**src/rtl/gr_dec_pkg.sv**
```systemverilog
package gr_dec_pkg;
  localparam int PAY_W   = 128;
  localparam int SEED_W  = 8;
  localparam int LEN_W   = 7;
  localparam int LANES   = 15;
  localparam int REM_W   = 2;
  localparam int Q_W     = 8;
  localparam int DIFF_W  = Q_W + REM_W;
  localparam int UNARY_W = PAY_W - SEED_W - LEN_W - LANES - LANES * REM_W;
  localparam int POS_W   = $clog2(UNARY_W);
  localparam int CNT_W   = $clog2(UNARY_W + 1);
  localparam int SEED_HI = PAY_W - 1;
  localparam int LEN_HI  = SEED_HI - SEED_W;
  localparam int SIGN_HI = LEN_HI - LEN_W;
  localparam int REM_HI  = SIGN_HI - LANES;
  localparam int UN_HI   = REM_HI - LANES * REM_W;
endpackage

```
**src/rtl/gr_zero_locator.sv**
```systemverilog
module gr_zero_locator
  import gr_dec_pkg::*;
(
  input  logic [UNARY_W-1:0]     i_bits,
  input  logic [LEN_W-1:0]       i_len,
  output logic [LANES*Q_W-1:0]   o_quo,
  output logic                   o_short
);
  logic [UNARY_W-1:0] zero_at;
  logic [CNT_W-1:0]   zc   [UNARY_W];
  logic [POS_W-1:0]   pos  [LANES];
  logic               last_seen;

  // zero flags in scan order (index 0 = first unary bit) and running zero counts
  always_comb begin : prefix_count
    logic [CNT_W-1:0] acc;
    acc = '0;
    for (int j = 0; j < UNARY_W; j++) begin
      zero_at[j] = ~i_bits[UNARY_W-1-j];
      acc        = acc + CNT_W'(zero_at[j]);
      zc[j]      = acc;
    end
  end

  // every lane picks the one position whose running count equals its rank
  always_comb begin : pick_positions
    for (int i = 0; i < LANES; i++) begin
      pos[i] = '0;
      for (int j = 0; j < UNARY_W; j++) begin
        if (zero_at[j] && (zc[j] == CNT_W'(i + 1))) pos[i] = pos[i] | POS_W'(j);
      end
    end
  end

  always_comb begin : last_zero_check
    last_seen = 1'b0;
    for (int j = 0; j < UNARY_W; j++) begin
      if (zero_at[j] && (zc[j] == CNT_W'(LANES)) && (j < int'(i_len))) last_seen = 1'b1;
    end
  end

  assign o_short = ~last_seen;

  for (genvar i = 0; i < LANES; i++) begin : g_gap
    if (i == 0) begin : g_first
      assign o_quo[0 +: Q_W] = Q_W'(pos[0]);
    end else begin : g_rest
      assign o_quo[i*Q_W +: Q_W] = Q_W'(pos[i]) - Q_W'(pos[i-1]) - Q_W'(1);
    end
  end
endmodule

```
**src/rtl/gr_lane_rebuild.sv**
```systemverilog
module gr_lane_rebuild
  import gr_dec_pkg::*;
(
  input  logic [Q_W-1:0]    i_quo,
  input  logic [REM_W-1:0]  i_rem,
  input  logic              i_neg,
  output logic [DIFF_W-1:0] o_diff
);
  logic [DIFF_W-1:0] mag;

  assign mag    = {i_quo, i_rem};
  assign o_diff = i_neg ? (DIFF_W'(0) - mag) : mag;
endmodule

```
**src/rtl/gr_block_decoder.sv**
```systemverilog
module gr_block_decoder
  import gr_dec_pkg::*;
(
  input  logic                    clk,
  input  logic                    rst_n,
  input  logic                    i_valid,
  input  logic                    i_raw_flag,
  input  logic [PAY_W-1:0]        i_payload,
  output logic                    o_valid,
  output logic                    o_bypass,
  output logic                    o_err,
  output logic [SEED_W-1:0]       o_seed,
  output logic [LANES*DIFF_W-1:0] o_diff,
  output logic [PAY_W-1:0]        o_raw
);
  // reset: asserted asynchronously, released on a clock edge
  logic rst_m1, srst_n;
  always_ff @(posedge clk or negedge rst_n) begin
    if (!rst_n) begin
      rst_m1 <= 1'b0;
      srst_n <= 1'b0;
    end else begin
      rst_m1 <= 1'b1;
      srst_n <= rst_m1;
    end
  end

  // field split
  logic [SEED_W-1:0]      f_seed;
  logic [LEN_W-1:0]       f_len;
  logic [LANES-1:0]       f_sign;
  logic [LANES*REM_W-1:0] f_rem;
  logic [UNARY_W-1:0]     f_unary;

  assign f_seed  = i_payload[SEED_HI -: SEED_W];
  assign f_len   = i_payload[LEN_HI  -: LEN_W];
  assign f_sign  = i_payload[SIGN_HI -: LANES];
  assign f_rem   = i_payload[REM_HI  -: LANES*REM_W];
  assign f_unary = i_payload[UN_HI:0];

  logic [LANES*Q_W-1:0]    quo;
  logic                    too_few;
  logic [LANES*DIFF_W-1:0] lane_diff;

  gr_zero_locator u_locate (
    .i_bits  (f_unary),
    .i_len   (f_len),
    .o_quo   (quo),
    .o_short (too_few)
  );

  // lane 0 sits at the MSB end of the sign and remainder fields
  for (genvar i = 0; i < LANES; i++) begin : g_lane
    gr_lane_rebuild u_lane (
      .i_quo  (quo[i*Q_W +: Q_W]),
      .i_rem  (f_rem[(LANES-1-i)*REM_W +: REM_W]),
      .i_neg  (f_sign[LANES-1-i]),
      .o_diff (lane_diff[i*DIFF_W +: DIFF_W])
    );
  end

  // next state
  logic                    bad_rec, good_rec;
  logic                    nx_bypass, nx_err;
  logic [SEED_W-1:0]       nx_seed;
  logic [LANES*DIFF_W-1:0] nx_diff;
  logic [PAY_W-1:0]        nx_raw;

  always_comb begin
    bad_rec   = ~i_raw_flag & (too_few | (int'(f_len) > UNARY_W));
    good_rec  = ~i_raw_flag & ~bad_rec;
    nx_bypass = i_raw_flag;
    nx_err    = bad_rec;
    nx_raw    = i_raw_flag ? i_payload : '0;
    nx_seed   = good_rec ? f_seed : '0;
    nx_diff   = good_rec ? lane_diff : '0;
  end

  // registers, loaded only when a record is accepted
  always_ff @(posedge clk or negedge srst_n) begin
    if (!srst_n) begin
      o_valid  <= 1'b0;
      o_bypass <= 1'b0;
      o_err    <= 1'b0;
      o_seed   <= '0;
      o_diff   <= '0;
      o_raw    <= '0;
    end else begin
      o_valid <= i_valid;
      if (i_valid) begin
        o_bypass <= nx_bypass;
        o_err    <= nx_err;
        o_seed   <= nx_seed;
        o_diff   <= nx_diff;
        o_raw    <= nx_raw;
      end
    end
  end

  // checks next to the output stage
  p_valid_follow_r2: assert property (@(posedge clk) disable iff (!srst_n)
    i_valid |=> o_valid);
  p_valid_drop_r2: assert property (@(posedge clk) disable iff (!srst_n)
    !i_valid |=> !o_valid);
  p_hold_r2: assert property (@(posedge clk) disable iff (!srst_n)
    !i_valid |=> ($stable(o_diff) && $stable(o_seed) && $stable(o_raw) && $stable(o_err)));
  p_bypass_copy_r3: assert property (@(posedge clk) disable iff (!srst_n)
    (i_valid && i_raw_flag) |=> (o_bypass && !o_err && o_raw == $past(i_payload)));
  p_long_len_r8: assert property (@(posedge clk) disable iff (!srst_n)
    (i_valid && !i_raw_flag && (int'(f_len) > UNARY_W)) |=> o_err);
  p_err_clean_r8: assert property (@(posedge clk) disable iff (!srst_n)
    o_err |-> (!o_bypass && o_diff == '0 && o_seed == '0));
  p_raw_quiet_r10: assert property (@(posedge clk) disable iff (!srst_n)
    !o_bypass |-> (o_raw == '0));
endmodule

```
**config.mk**
```make
export PLATFORM = sky130hd
export DESIGN_NAME = gr_block_decoder
export DESIGN_NICKNAME = d
export VERILOG_FILES = /design/src/rtl/gr_dec_pkg.sv /design/src/rtl/gr_zero_locator.sv /design/src/rtl/gr_lane_rebuild.sv /design/src/rtl/gr_block_decoder.sv
export SDC_FILE = /design/constraint.sdc
export NUM_CORES = 2
export LEC_CHECK = 0
export ABC_AREA = 1
export BUFFER_PORTS_ARGS = -buffer_cell sky130_fd_sc_hd__clkbuf_2
export CORE_MARGIN = 2
export CORE_UTILIZATION = 58
export CTS_BUF_LIST = sky130_fd_sc_hd__clkbuf_4
export DETAILED_ROUTE_END_ITERATION = 6
export MAX_ROUTING_LAYER = met4
export PLACE_DENSITY = 0.81
export SYNTH_ARGS = -nofsm -noshare
export SYNTH_HDL_FRONTEND = slang
export SYNTH_HIERARCHICAL = 1
export SYNTH_SLANG_ARGS = --single-unit
```
**constraint.sdc**
```tcl
create_clock -name clk -period 8.8 [get_ports clk]
set_input_delay 1.76 -clock clk [delete_from_list [all_inputs] [get_ports clk]]
set_output_delay 1.76 -clock clk [all_outputs]
set_load 0.01 [all_outputs]
```
==> impl_metrics.json, run 1 <==
{
  "synth_edf_count": 0,
  "rows": 106,
  "yosysTopAreaCellShare_pct": 18.7,
  "cts_buffers": 82,
  "root_buffer": "clkbuf_4",
  "hpwl_um": 213000,
  "clockBufferDepth": 3,
  "grt_max_degree": 173,
  "cts_sinks": 291,
  "synthCells": 8442,
  "overflow": 4120,
  "die_height_um": 295,
  "synth-seq-cells": 291,
  "seq_area_frac_synth_pct": 14.8,
  "synthFlopType": "dfrtp_1",
  "initial_core_util_pct": 58.6,
  "ioPinCount": 421,
  "synth_cell_type_count": 68,
  "finalWeightedCongestion": 1.43,
  "run_status": "did not finish",
  "grt_pass1_vias": 95919,
  "htreeDepth": 3,
  "failing_step": "5_1_grt",
  "grt_pass1_wl_um": 615000,
  "hold_buffers": 0,
  "syn_nets": 8836,
  "die_w_um": 295,
  "track_usage_pct": 95.2,
  "yosysTopAreaCell": "nand2_1",
  "netlist_area_um2": 49100,
  "async_reset_ff_share_pct": 100,
  "port_buffers": 420,
  "error": "[ERROR GRT-0116] Global routing finished with congestion. Check the congestion regions in the DRC Viewer.",
  "syn_avg_cell_area_um2": 5.81,
  "placed_area_um2": 71000,
  "ys_warn_count": 6,
  "synth.area.top_cells": "nand2_1 19%, dfrtp_1 15%, inv_1 11%, nand3_1 7.8%, ha_1 6.3%",
  "place_inst": 12120
}
[metal layers]
| layer | overflow | track usage [%] |
|---|---|---|
| met1 | 418 | 89.5 |
| met3 | 362 | 84.3 |
| met4 | 755 | 95.7 |
| met5 | - | - |
| met2 | 2585 | 110 |
[repair_timing]
item	CTS
pin swaps	227
buffers inserted	95
resized for setup	350
setup endpoints to repair	159
endpoints found under the hold margin	0
[cells by family after synthesis]
family	after synthesis	synth area share [%]
AO/OA/AOI/OAI	534	6.75
XOR/XNOR	116	2.07
adder cells (fa/ha/maj)	262	6.91
buffers and inverters	1632	13.0
flip-flops	291	14.8
other	2	0.0153
AND/OR/NAND/NOR	5605	56.4
[metrics by stage]
stage / setup WS [ns] / util, %
detailed placement: -13.28 / 84.8
CTS: -12.00 / 88.8
global placement: -12.70 / 84.8
floorplan: -12.94 / -
[cell usage after synthesis (133+ instances only)]
| master | n |
|---|---|
| nand2_1 | 2450 |
| nand3_1 | 762 |
| dfrtp_1 | 291 |
| a21oi_1 | 167 |
| nor4_1 | 148 |
| nor2_1 | 735 |
| nand2_2 | 236 |
| nand4_1 | 435 |
| inv_1 | 1416 |
| nand3_2 | 179 |
| o21ai_0 | 133 |
| ha_1 | 247 |
| nor3_1 | 295 |
==> inputs of run 2 (changes only) <==
- CORE_UTILIZATION: 58 -> 40
- CTS_BUF_LIST: sky130_fd_sc_hd__clkbuf_4 -> not set
- MAX_ROUTING_LAYER: met4 -> not set
- PLACE_DENSITY: 0.81 -> not set
- PLACE_DENSITY_LB_ADDON: not set -> 0.15
- clock period: 8.8 -> 11.4 ns (I/O delays scaled with it)
==> run 2 against run 1 <==
  * The flow now finishes, with violations (design-rule violations, negative setup slack)
  * Synthesized cell count unchanged
  * Area after synthesis unchanged
==> impl_metrics.json, run 2 <==
{
  "grt_pass1_vias": 67921,
  "path_delay_family": "adder cells",
  "cts.reportedPaths.clkPinSlew_ns": 0.06,
  "clockBufferDepth": 3,
  "run_status": "complete, but fails checks",
  "drc": 6,
  "finalWeightedCongestion": 1.16,
  "setup_violations": 159,
  "yosysMostFrequentCell": "nand2_1",
  "antenna_left": 0,
  "holdWs_ns": 0.332,
  "finalHoldViolations": 0,
  "final.setup_skew_ns": 0.0475,
  "seq_area_frac_synth_pct": 14.8,
  "grt_max_degree": 128,
  "die_area_um2": 125000,
  "netlist_area_um2": 49100,
  "hold_buffers": 0,
  "start_kind": "input pin",
  "worstSkewPairLatency_ns": 0.67,
  "synth.area.top_cells": "nand2_1 19%, dfrtp_1 15%, inv_1 11%, nand3_1 7.8%, ha_1 6.3%",
  "violations": "design-rule violations, negative setup slack",
  "area_growth_pct": 58.1,
  "die_w_um": 354,
  "path_buf_inv": 11,
  "port_buffers": 420,
  "worst_ep_arrival_time_ns": 22.29,
  "relSlewSlack_pct": 8.89,
  "syn_avg_cell_area_um2": 5.81,
  "crit_required_ns": 11.95,
  "multiInputGateArea_um2": 39500,
  "cp-end-kind": "flop",
  "fmax_mhz": 46.0,
  "layout_commonest_cell": "buf_4",
  "first_pass_iters": 7,
  "fillers": 10925,
  "fin_tns_setup_ns": -1539.61,
  "rows": 128,
  "coreArea_um2": 122000,
  "largest_register_ff_count": 150,
  "reg_top3": "o_diff (150), o_raw (128), o_seed (8)",
  "period_share_pct": 191,
  "worstReg2RegStart": "srst_n",
  "synth_cell_type_count": 68,
  "num_vias": 72478,
  "initial_core_util_pct": 40.3,
  "htreeDepth": 2,
  "antenna_found_initial": 12,
  "max_stage_delay_ns": 0.57,
  "num-nets-final": 11690,
  "startpoint": "i_payload[66]",
  "synthCells": 8442,
  "hp-class": "flop to async pin",
  "wire_per_inst_um": 22.4,
  "drt_wl_total_um": 291000,
  "final_cell_mix": "2445 x buf_4, 2381 x nand2_1, 1383 x inv_1",
  "avgViaCountPerCell": 5.59,
  "synth_edf_count": 0,
  "cp_max_fo": 4,
  "yosysTopAreaCellShare_pct": 18.7,
  "track_usage_pct": 43.2,
  "root_buffer": "clkbuf_16",
  "yosysTopAreaCell": "nand2_1",
  "slew_violations": 0,
  "post-route-min-period_ns": 21.74,
  "async_reset_ff_share_pct": 100,
  "dr.first_iter.drc_count": 8518,
  "die_height_um": 354,
  "rsz0062_at_grt": "yes",
  "ioPinCount": 421,
  "ys_warn_count": 6,
  "grt_pass1_wl_um": 412000,
  "synth_common_cells": "2450 x nand2_1, 1416 x inv_1, 762 x nand3_1, 735 x nor2_1, 435 x nand4_1",
  "critPathKind": "input pin to flop",
  "overflow": 0,
  "hpwl_um": 243000,
  "cts_tree": "yes",
  "setup_ws_ns": -10.34,
  "syn_nets": 8836,
  "crit_slowest_cell": "fa_2",
  "worstMarginPinSlew_ns": 1.35,
  "seqCellArea_um2": 7290,
  "regMostFlops": "o_diff",
  "synth-seq-cells": 291,
  "cts_sinks": 291,
  "cts_buffers": 37,
  "crit_top_cell": "ha_4",
  "synthFlopType": "dfrtp_1",
  "max_cap_viol_count": 0,
  "drive_gt1_share_pct": 37.5
}
==> run 2: cell counts after synthesis <==
No cell type changed its count.
==> run 2: kinds of logic after synthesis <==
kind of cell | synth area share (%)
adders and majority gates | 6.91
and+or+nand+nor | 56.4
xor gates and xnor gates | 2.07
other | 0.0153
DFF | 14.8
AOI/OAI and AO/OA | 6.75
buffers and inverters | 13.0
==> run 2: final cells by class <==
class,instances,area share [%]
Sequential cell,291,9.39
Timing Repair Buffer,2964,28.2
Antenna cell,6,0.0194
Clock inverter,18,0.223
Multi-Input combinational cell,6519,50.9
Clock buffer,49,1.37
Tap cell,1625,2.62
Inverter,1483,7.26
==> run 2: per-stage QoR <==
| stage | cell area, um^2 | utilization, % | setup WS, ns | std cells |
|---|---|---|---|---|
| 6_report | 77600 | 63.7 | -10.34 | 12955 |
| 3_5_place_dp | 73000 | 59.9 | -11.04 | 12766 |
| 5_1_grt | 77600 | 63.7 | -10.83 | 12949 |
| 3_3_place_gp | 73000 | 59.9 | -10.78 | 12766 |
| 4_1_cts | 76000 | 62.4 | -9.98 | 12886 |
| 2_1_floorplan | 51000 | - | -10.86 | 8442 |
==> run 2: final timing paths <==
check / end / slack [ns] / cells past startpoint
max in group asynchronous: o_raw[49] / 8.94 / 2
worst min-delay path: o_raw[100] / 0.33 / 0
worst min register to register: o_raw[100] / 0.33 / 0
worst max-delay path: o_diff[109] / -10.34 / 98
min in group clk: srst_n / 0.35 / 0
worst max register to register: o_raw[49] / 8.94 / 2
==> run 2: repair_timing <==
action / 4_1_cts / 5_1_grt
endpoints found under the setup margin: 159 / 159
pin swaps: 206 / 220
resized for setup: 262 / 246
cloned: 0 / 0
setup buffers: 67 / 75
==> run 2: per-layer routing <==
metal	vias to the layer above	share of wire, %	routed length (um)	track usage [%]
met2	4046	44	128000	69.5
met1	34199	40	117000	56.3
met4	6	6.2	18100	20.1
met3	890	9.6	27900	7.40
met5	-	0.014	40	0
li1	33337	-	-	-
Power of run 2 is left out: the tool's default activity adds up to more than one toggle a clock period on the data nets, which glitch-free logic cannot reach.
